File: src/rtl/lbp_pkg.sv
`timescale 1ns/1ps
package lbp_pkg;

    localparam int unsigned INSTR_BYTES = 4;

    typedef enum logic [1:0] {
        CNT_STRONG_NT = 2'd0,
        CNT_WEAK_NT   = 2'd1,
        CNT_WEAK_T    = 2'd2,
        CNT_STRONG_T  = 2'd3
    } cnt2_e;

    // Pattern-table update kind: train an existing entry or seed a fresh one.
    typedef enum logic {
        PT_TRAIN = 1'b0,
        PT_SEED  = 1'b1
    } pt_op_e;

    function automatic logic [1:0] cnt2_step(input logic [1:0] cur, input logic up);
        logic [1:0] nxt;
        if (up) begin
            nxt = (cur == CNT_STRONG_T) ? cur : cur + 2'd1;
        end else begin
            nxt = (cur == CNT_STRONG_NT) ? cur : cur - 2'd1;
        end
        return nxt;
    endfunction

endpackage

File: src/rtl/lbp_target_buf.sv
`timescale 1ns/1ps
module lbp_target_buf #(
    parameter int PC_W  = 32,
    parameter int IDX_W = 4
) (
    input  logic            clk,
    input  logic            rst_n,
    input  logic [PC_W-1:0] lk_pc,
    output logic            lk_hit,
    output logic [PC_W-1:0] lk_target,
    input  logic [PC_W-1:0] up_pc,
    output logic            up_hit,
    input  logic            wr_en,
    input  logic [PC_W-1:0] wr_target
);
    import lbp_pkg::*;

    localparam int ENTRIES = 1 << IDX_W;
    localparam int ALIGN_W = $clog2(INSTR_BYTES);
    localparam int TAG_W   = PC_W - ALIGN_W - IDX_W;

    typedef struct packed {
        logic [ENTRIES-1:0]            valid;
        logic [ENTRIES-1:0][TAG_W-1:0] tag;
        logic [ENTRIES-1:0][PC_W-1:0]  target;
    } tb_state_t;

    tb_state_t st_d, st_q;

    logic [IDX_W-1:0] lk_idx, up_idx;
    logic [TAG_W-1:0] lk_tag, up_tag;
    logic [ENTRIES-1:0] lk_match, up_match;

    assign lk_idx = lk_pc[ALIGN_W +: IDX_W];
    assign lk_tag = lk_pc[PC_W-1 -: TAG_W];
    assign up_idx = up_pc[ALIGN_W +: IDX_W];
    assign up_tag = up_pc[PC_W-1 -: TAG_W];

    // Per-slot tag comparators, then select by index.
    for (genvar e = 0; e < ENTRIES; e++) begin : g_cmp
        assign lk_match[e] = st_q.valid[e] && (st_q.tag[e] == lk_tag);
        assign up_match[e] = st_q.valid[e] && (st_q.tag[e] == up_tag);
    end

    assign lk_hit    = lk_match[lk_idx];
    assign up_hit    = up_match[up_idx];
    assign lk_target = st_q.target[lk_idx];

    logic unused_low;
    assign unused_low = ^{lk_pc[ALIGN_W-1:0], up_pc[ALIGN_W-1:0]};

    always_comb begin
        st_d = st_q;
        if (wr_en) begin
            st_d.valid[up_idx]  = 1'b1;
            st_d.tag[up_idx]    = up_tag;
            st_d.target[up_idx] = wr_target;
        end
    end

    always_ff @(posedge clk or negedge rst_n) begin
        if (!rst_n) begin
            st_q <= '0;
        end else begin
            st_q <= st_d;
        end
    end

endmodule

File: src/rtl/lbp_pattern_tbl.sv
`timescale 1ns/1ps
module lbp_pattern_tbl #(
    parameter int PC_W       = 32,
    parameter int STORE_BITS = 16
) (
    input  logic             clk,
    input  logic             rst_n,
    input  logic             one_bit,
    input  logic [PC_W-1:0]  lk_pc,
    output logic             lk_taken,
    input  logic             up_en,
    input  lbp_pkg::pt_op_e  up_op,
    input  logic [PC_W-1:0]  up_pc,
    input  logic             up_taken
);
    import lbp_pkg::*;

    localparam int N2      = STORE_BITS / 2;
    localparam int IDX2_W  = $clog2(N2);
    localparam int IDX1_W  = IDX2_W + 1;
    localparam int ALIGN_W = $clog2(INSTR_BYTES);

    typedef struct packed {
        logic [STORE_BITS-1:0] bits;
    } pt_state_t;

    pt_state_t st_d, st_q;

    // Upper bit of each two-bit counter is its taken guess.
    logic [N2-1:0] cnt_msb;
    for (genvar g = 0; g < N2; g++) begin : g_msb
        assign cnt_msb[g] = st_q.bits[2*g+1];
    end

    logic [IDX1_W-1:0] lk_i1, up_i1;
    logic [IDX2_W-1:0] lk_i2, up_i2;
    logic [1:0]        up_cur;

    assign lk_i1 = lk_pc[ALIGN_W +: IDX1_W];
    assign lk_i2 = lk_pc[ALIGN_W +: IDX2_W];
    assign up_i1 = up_pc[ALIGN_W +: IDX1_W];
    assign up_i2 = up_pc[ALIGN_W +: IDX2_W];
    assign up_cur = st_q.bits[{up_i2, 1'b0} +: 2];

    assign lk_taken = one_bit ? st_q.bits[lk_i1] : cnt_msb[lk_i2];

    logic unused_pc;
    assign unused_pc = ^{lk_pc[PC_W-1:ALIGN_W+IDX1_W], lk_pc[ALIGN_W-1:0],
                         up_pc[PC_W-1:ALIGN_W+IDX1_W], up_pc[ALIGN_W-1:0]};

    always_comb begin
        st_d = st_q;
        if (up_en) begin
            if (one_bit) begin
                st_d.bits[up_i1] = (up_op == PT_SEED) ? 1'b1 : up_taken;
            end else if (up_op == PT_SEED) begin
                st_d.bits[{up_i2, 1'b0} +: 2] = CNT_WEAK_T;
            end else begin
                st_d.bits[{up_i2, 1'b0} +: 2] = cnt2_step(up_cur, up_taken);
            end
        end
    end

    always_ff @(posedge clk or negedge rst_n) begin
        if (!rst_n) begin
            st_q <= '0;
        end else begin
            st_q <= st_d;
        end
    end

endmodule

File: src/rtl/lbp_top.sv
`timescale 1ns/1ps
module lbp_top #(
    parameter int PC_W          = 32,
    parameter int BTB_IDX_W     = 4,
    parameter int PT_STORE_BITS = 16
) (
    input  logic            clk,
    input  logic            rst_n,
    input  logic            mode_one_bit,
    input  logic [PC_W-1:0] fetch_pc,
    output logic            pred_hit,
    output logic            pred_taken,
    output logic [PC_W-1:0] pred_next_pc,
    input  logic            res_valid,
    input  logic [PC_W-1:0] res_pc,
    input  logic            res_taken,
    input  logic [PC_W-1:0] res_target
);
    import lbp_pkg::*;

    logic            tb_lk_hit;
    logic [PC_W-1:0] tb_lk_target;
    logic            tb_up_hit;
    logic            tb_wr;
    logic            pt_lk_taken;
    logic            pt_en;
    pt_op_e          pt_op;

    // Only taken branches write the buffer; not-taken misses are filtered out.
    assign tb_wr = res_valid && res_taken;
    assign pt_en = res_valid && (tb_up_hit || res_taken);
    assign pt_op = tb_up_hit ? PT_TRAIN : PT_SEED;

    lbp_target_buf #(
        .PC_W  (PC_W),
        .IDX_W (BTB_IDX_W)
    ) u_tbuf (
        .clk       (clk),
        .rst_n     (rst_n),
        .lk_pc     (fetch_pc),
        .lk_hit    (tb_lk_hit),
        .lk_target (tb_lk_target),
        .up_pc     (res_pc),
        .up_hit    (tb_up_hit),
        .wr_en     (tb_wr),
        .wr_target (res_target)
    );

    lbp_pattern_tbl #(
        .PC_W       (PC_W),
        .STORE_BITS (PT_STORE_BITS)
    ) u_ptbl (
        .clk      (clk),
        .rst_n    (rst_n),
        .one_bit  (mode_one_bit),
        .lk_pc    (fetch_pc),
        .lk_taken (pt_lk_taken),
        .up_en    (pt_en),
        .up_op    (pt_op),
        .up_pc    (res_pc),
        .up_taken (res_taken)
    );

    assign pred_hit     = tb_lk_hit;
    assign pred_taken   = tb_lk_hit && pt_lk_taken;
    assign pred_next_pc = pred_taken ? tb_lk_target : fetch_pc + PC_W'(INSTR_BYTES);

endmodule

File: config.mk
export PLATFORM = sky130hd
export DESIGN_NAME = lbp_top
export DESIGN_NICKNAME = d
export VERILOG_FILES = /design/src/rtl/lbp_pkg.sv /design/src/rtl/lbp_target_buf.sv /design/src/rtl/lbp_pattern_tbl.sv /design/src/rtl/lbp_top.sv
export SDC_FILE = /design/constraint.sdc
export NUM_CORES = 2
export LEC_CHECK = 0
export BUFFER_PORTS_ARGS = -buffer_cell sky130_fd_sc_hd__buf_2
export CORE_UTILIZATION = 45
export DETAILED_ROUTE_END_ITERATION = 6
export PLACE_DENSITY_LB_ADDON = 0.12
export SLEW_MARGIN = 0
export SYNTH_ARGS = -nofsm -noshare
export SYNTH_HDL_FRONTEND = slang
export SYNTH_SLANG_ARGS = --single-unit
File: constraint.sdc
create_clock -name clk -period 4.6 [get_ports clk]
set_clock_uncertainty 0.15 [all_clocks]
set_input_delay 0.23 -clock clk [delete_from_list [all_inputs] [get_ports clk]]
set_output_delay 0.23 -clock clk [all_outputs]
set_load 0.05 [all_outputs]
==> impl_metrics.json <==
{
  "path_class": "reg2out",
  "seqPwrFrac_pct": 44.6,
  "dr.pass1.iters": 7,
  "rsz0062_at_grt": "false",
  "clkPwrFrac_pct": 34.6,
  "avgSynthCellArea_sq_um": 13.2,
  "utilization_pct": 52.0,
  "grt_pass1_vias": 33829,
  "end_kind": "primary output",
  "pre_cts_ws_ps": 555,
  "final_cell_mix": "dfrtp_1 (960), mux2_2 (959), xor2_1 (791)",
  "place.gp.congestion": 0.869,
  "power_switching_mw": 7.46,
  "dpl.hpwl_um": 104000,
  "grt_pass1_wl_um": 241000,
  "drive_above_1_share_pct": 41.0,
  "seq_area_frac_synth_pct": 46.9,
  "rows": 123,
  "cts.path.max_buffers": 3,
  "cellPowerDensity_mw_per_mm2": 439,
  "htree_levels": 3,
  "min_path_type": "in2async",
  "netSwitchingFraction_pct": 29.0,
  "final_common_cell": "dfrtp_1",
  "worst_ep_arrival_time_ps": 3990,
  "peakVddDrop_mv": 0.313,
  "clkTransAtPathRegs_ps": 60,
  "drc_errors": 0,
  "netlist_area_sq_mm": 0.0512,
  "drt-initial-drc-count": 2737,
  "fmax_ghz": 0.229,
  "track_usage_pct": 28.4,
  "tightest_slew_ps": 1100,
  "maxSlewViolCount": 0,
  "gr-total-overflow": 0,
  "hold_viol": 0,
  "synth.net_count": 3979,
  "ys_ff_latch": 960,
  "antenna_found_initial": 6,
  "critPathMaxFanout": 21,
  "synth_cells": 3872,
  "io_pins": 135,
  "wl_per_cell_um": 28.9,
  "clock_sinks": 960,
  "p_leak_nw": 26.2,
  "required_ps": 4220,
  "die_w_um": 339,
  "final.setup.tns_ps": 0,
  "initial_core_util_pct": 45.5,
  "nNetsFinal": 4135,
  "ys_warn_count": 0,
  "via_per_inst": 5.81,
  "synth_enable_flop_cells": 0,
  "finalCritPeriodShare_pct": 95.1,
  "coreArea_sq_mm": 0.113,
  "tritoncts": "done",
  "grt_max_degree": 132,
  "intPower_mw": 18.2,
  "die_y_um": 339,
  "cts-root-buf": "clkbuf_16",
  "maxCapViolCount": 0,
  "startpoint_type": "register",
  "clock_latency_ps": 720,
  "post_cts_buffers": 0,
  "wl_um": 162000,
  "cts_buffers": 108,
  "setup_viol": 0,
  "placed_cell_area_sq_mm": 0.0544,
  "synth_ff_type": "dfrtp_1",
  "combPwrFrac_pct": 20.9,
  "ant_nets": 0,
  "slew_headroom_pct": 26.2,
  "finalWorstSetupSlack_ps": 226,
  "via_count": 32660,
  "fin_crit_ps": 4370,
  "area_growth_pct": 14.2,
  "numPortBuffers": 132,
  "stdcell_area_sq_mm": 0.0585,
  "status": "complete, no violations",
  "dieArea_sq_mm": 0.115,
  "async_flop_share_pct": 100,
  "synth.distinct_cells": 51
}
==> critical path, cell delays in order (launching register included) <==
cell and delay [ps]:
dfrtp_1 410, xor2_1 170, nor4_1 350, nand4_1 310, o221ai_1 320, o311ai_1 250
o211ai_1 250, o311a_2 360, buf_12 230, mux2_2 420, buf_2 230
==> metal layers <==
layer / routed length, um / GRT usage (%)
met1: 72300 / 40.0
met2: 78000 / 46.5
met3: 7190 / 2.97
met4: 4850 / 8.35
met5: 8 / 0
==> synthesized netlist by cell type, types with 4 or more instances <==
library cell  instances  share of area, %
nand2b_1             15              0.18
a221o_1               7              0.14
o221ai_1              6              0.10
buf_6                26              0.57
or2_2                19              0.23
nand2_1              51              0.37
o21ai_0              26              0.25
a41oi_1               8              0.14
nand3_1              47              0.46
and3_1               11              0.13
buf_2                72              0.70
clkbuf_1            202               1.5
ha_1                  6              0.15
o22ai_1               9              0.11
xor2_1              791                14
mux2_2              959                21
buf_1                36              0.26
dfrtp_1             960                47
o211ai_1              5             0.073
nor3_1               33              0.32
mux4_2              171               7.5
nor2_1               56              0.41
a31oi_1               9              0.11
xnor2_1              69               1.2
and2_1                5             0.061
mux2i_1               4             0.078
nor4_1              183               2.2
buf_4                 5             0.073
nand4_1              45              0.55
inv_1                 7             0.051
==> power groups by stage <==
stage / clock network [mW] / logic (mW) / registers (mW)
2_1_floorplan: 0 / 4.00 / 11.2
3_3_place_gp: 0 / 5.26 / 11.5
3_5_place_dp: 0 / 5.32 / 11.6
4_1_cts: 9.06 / 5.39 / 11.4
5_1_grt: 9.42 / 5.78 / 11.7
6_report: 8.88 / 5.36 / 11.5
==> registers in the layout, summed over array words and instances, names as in the netlist <==
name	cells
u_ptbl.st_q	16
u_tbuf.st_q	944
==> repair_timing <==
| item | 4_1_cts | 5_1_grt |
|---|---|---|
| hold buffers | 49 | 0 |
| endpoints found under the hold margin | 649 | 0 |
| resized for setup | 0 | 2 |
| setup endpoints to repair | 0 | 14 |
==> kinds of logic after synthesis <==
group	after synthesis	synth area share, %
compound gates	82	1.20
flops	960	46.9
simple gates	477	5.17
fa+ha+maj	8	0.186
xor+xnor	860	14.7
buf+inv	351	3.21
mux	1134	28.7
==> path summary, 6_finish.rpt <==
kind	start	end	slack [ps]	cells past startpoint
min in group clk	res_pc[8]	u_tbuf.st_q[670]$_DFFE_PN0P_	50	2
hold / removal	rst_n	u_tbuf.st_q[897]$_DFFE_PN0P_	50	2
setup / recovery	u_tbuf.st_q[925]$_DFFE_PN0P_	pred_next_pc[31]	230	10
setup reg to reg	u_tbuf.st_q[671]$_DFFE_PN0P_	u_ptbl.st_q[13]$_DFFE_PN0P_	560	10
hold reg to reg	u_tbuf.st_q[942]$_DFFE_PN0P_	u_tbuf.st_q[942]$_DFFE_PN0P_	350	1
max in group asynchronous	rst_n	u_tbuf.st_q[329]$_DFFE_PN0P_	2960	3
==> layout make-up <==
cell class                      instances  area (sq um)
Tap cell                             1500          1880
Fill cell                            9915         54100
Clock inverter                         32           449
Inverter                                8          31.3
Clock buffer                          165          3220
Antenna cell                            2          5.00
Timing Repair Buffer                  389          3230
Sequential cell                       960         24000
Multi-Input combinational cell       2561         25700
==> through the flow <==
stage	hold WS (ps)	total power, mW	cells
floorplan	-216	15.2	3872
global route	37.9	26.9	5615
CTS	15.9	25.9	5615
detailed placement	245	16.9	5369
finish	54.3	25.7	5617
global placement	253	16.8	5369
(Power assumes the default switching activity.)
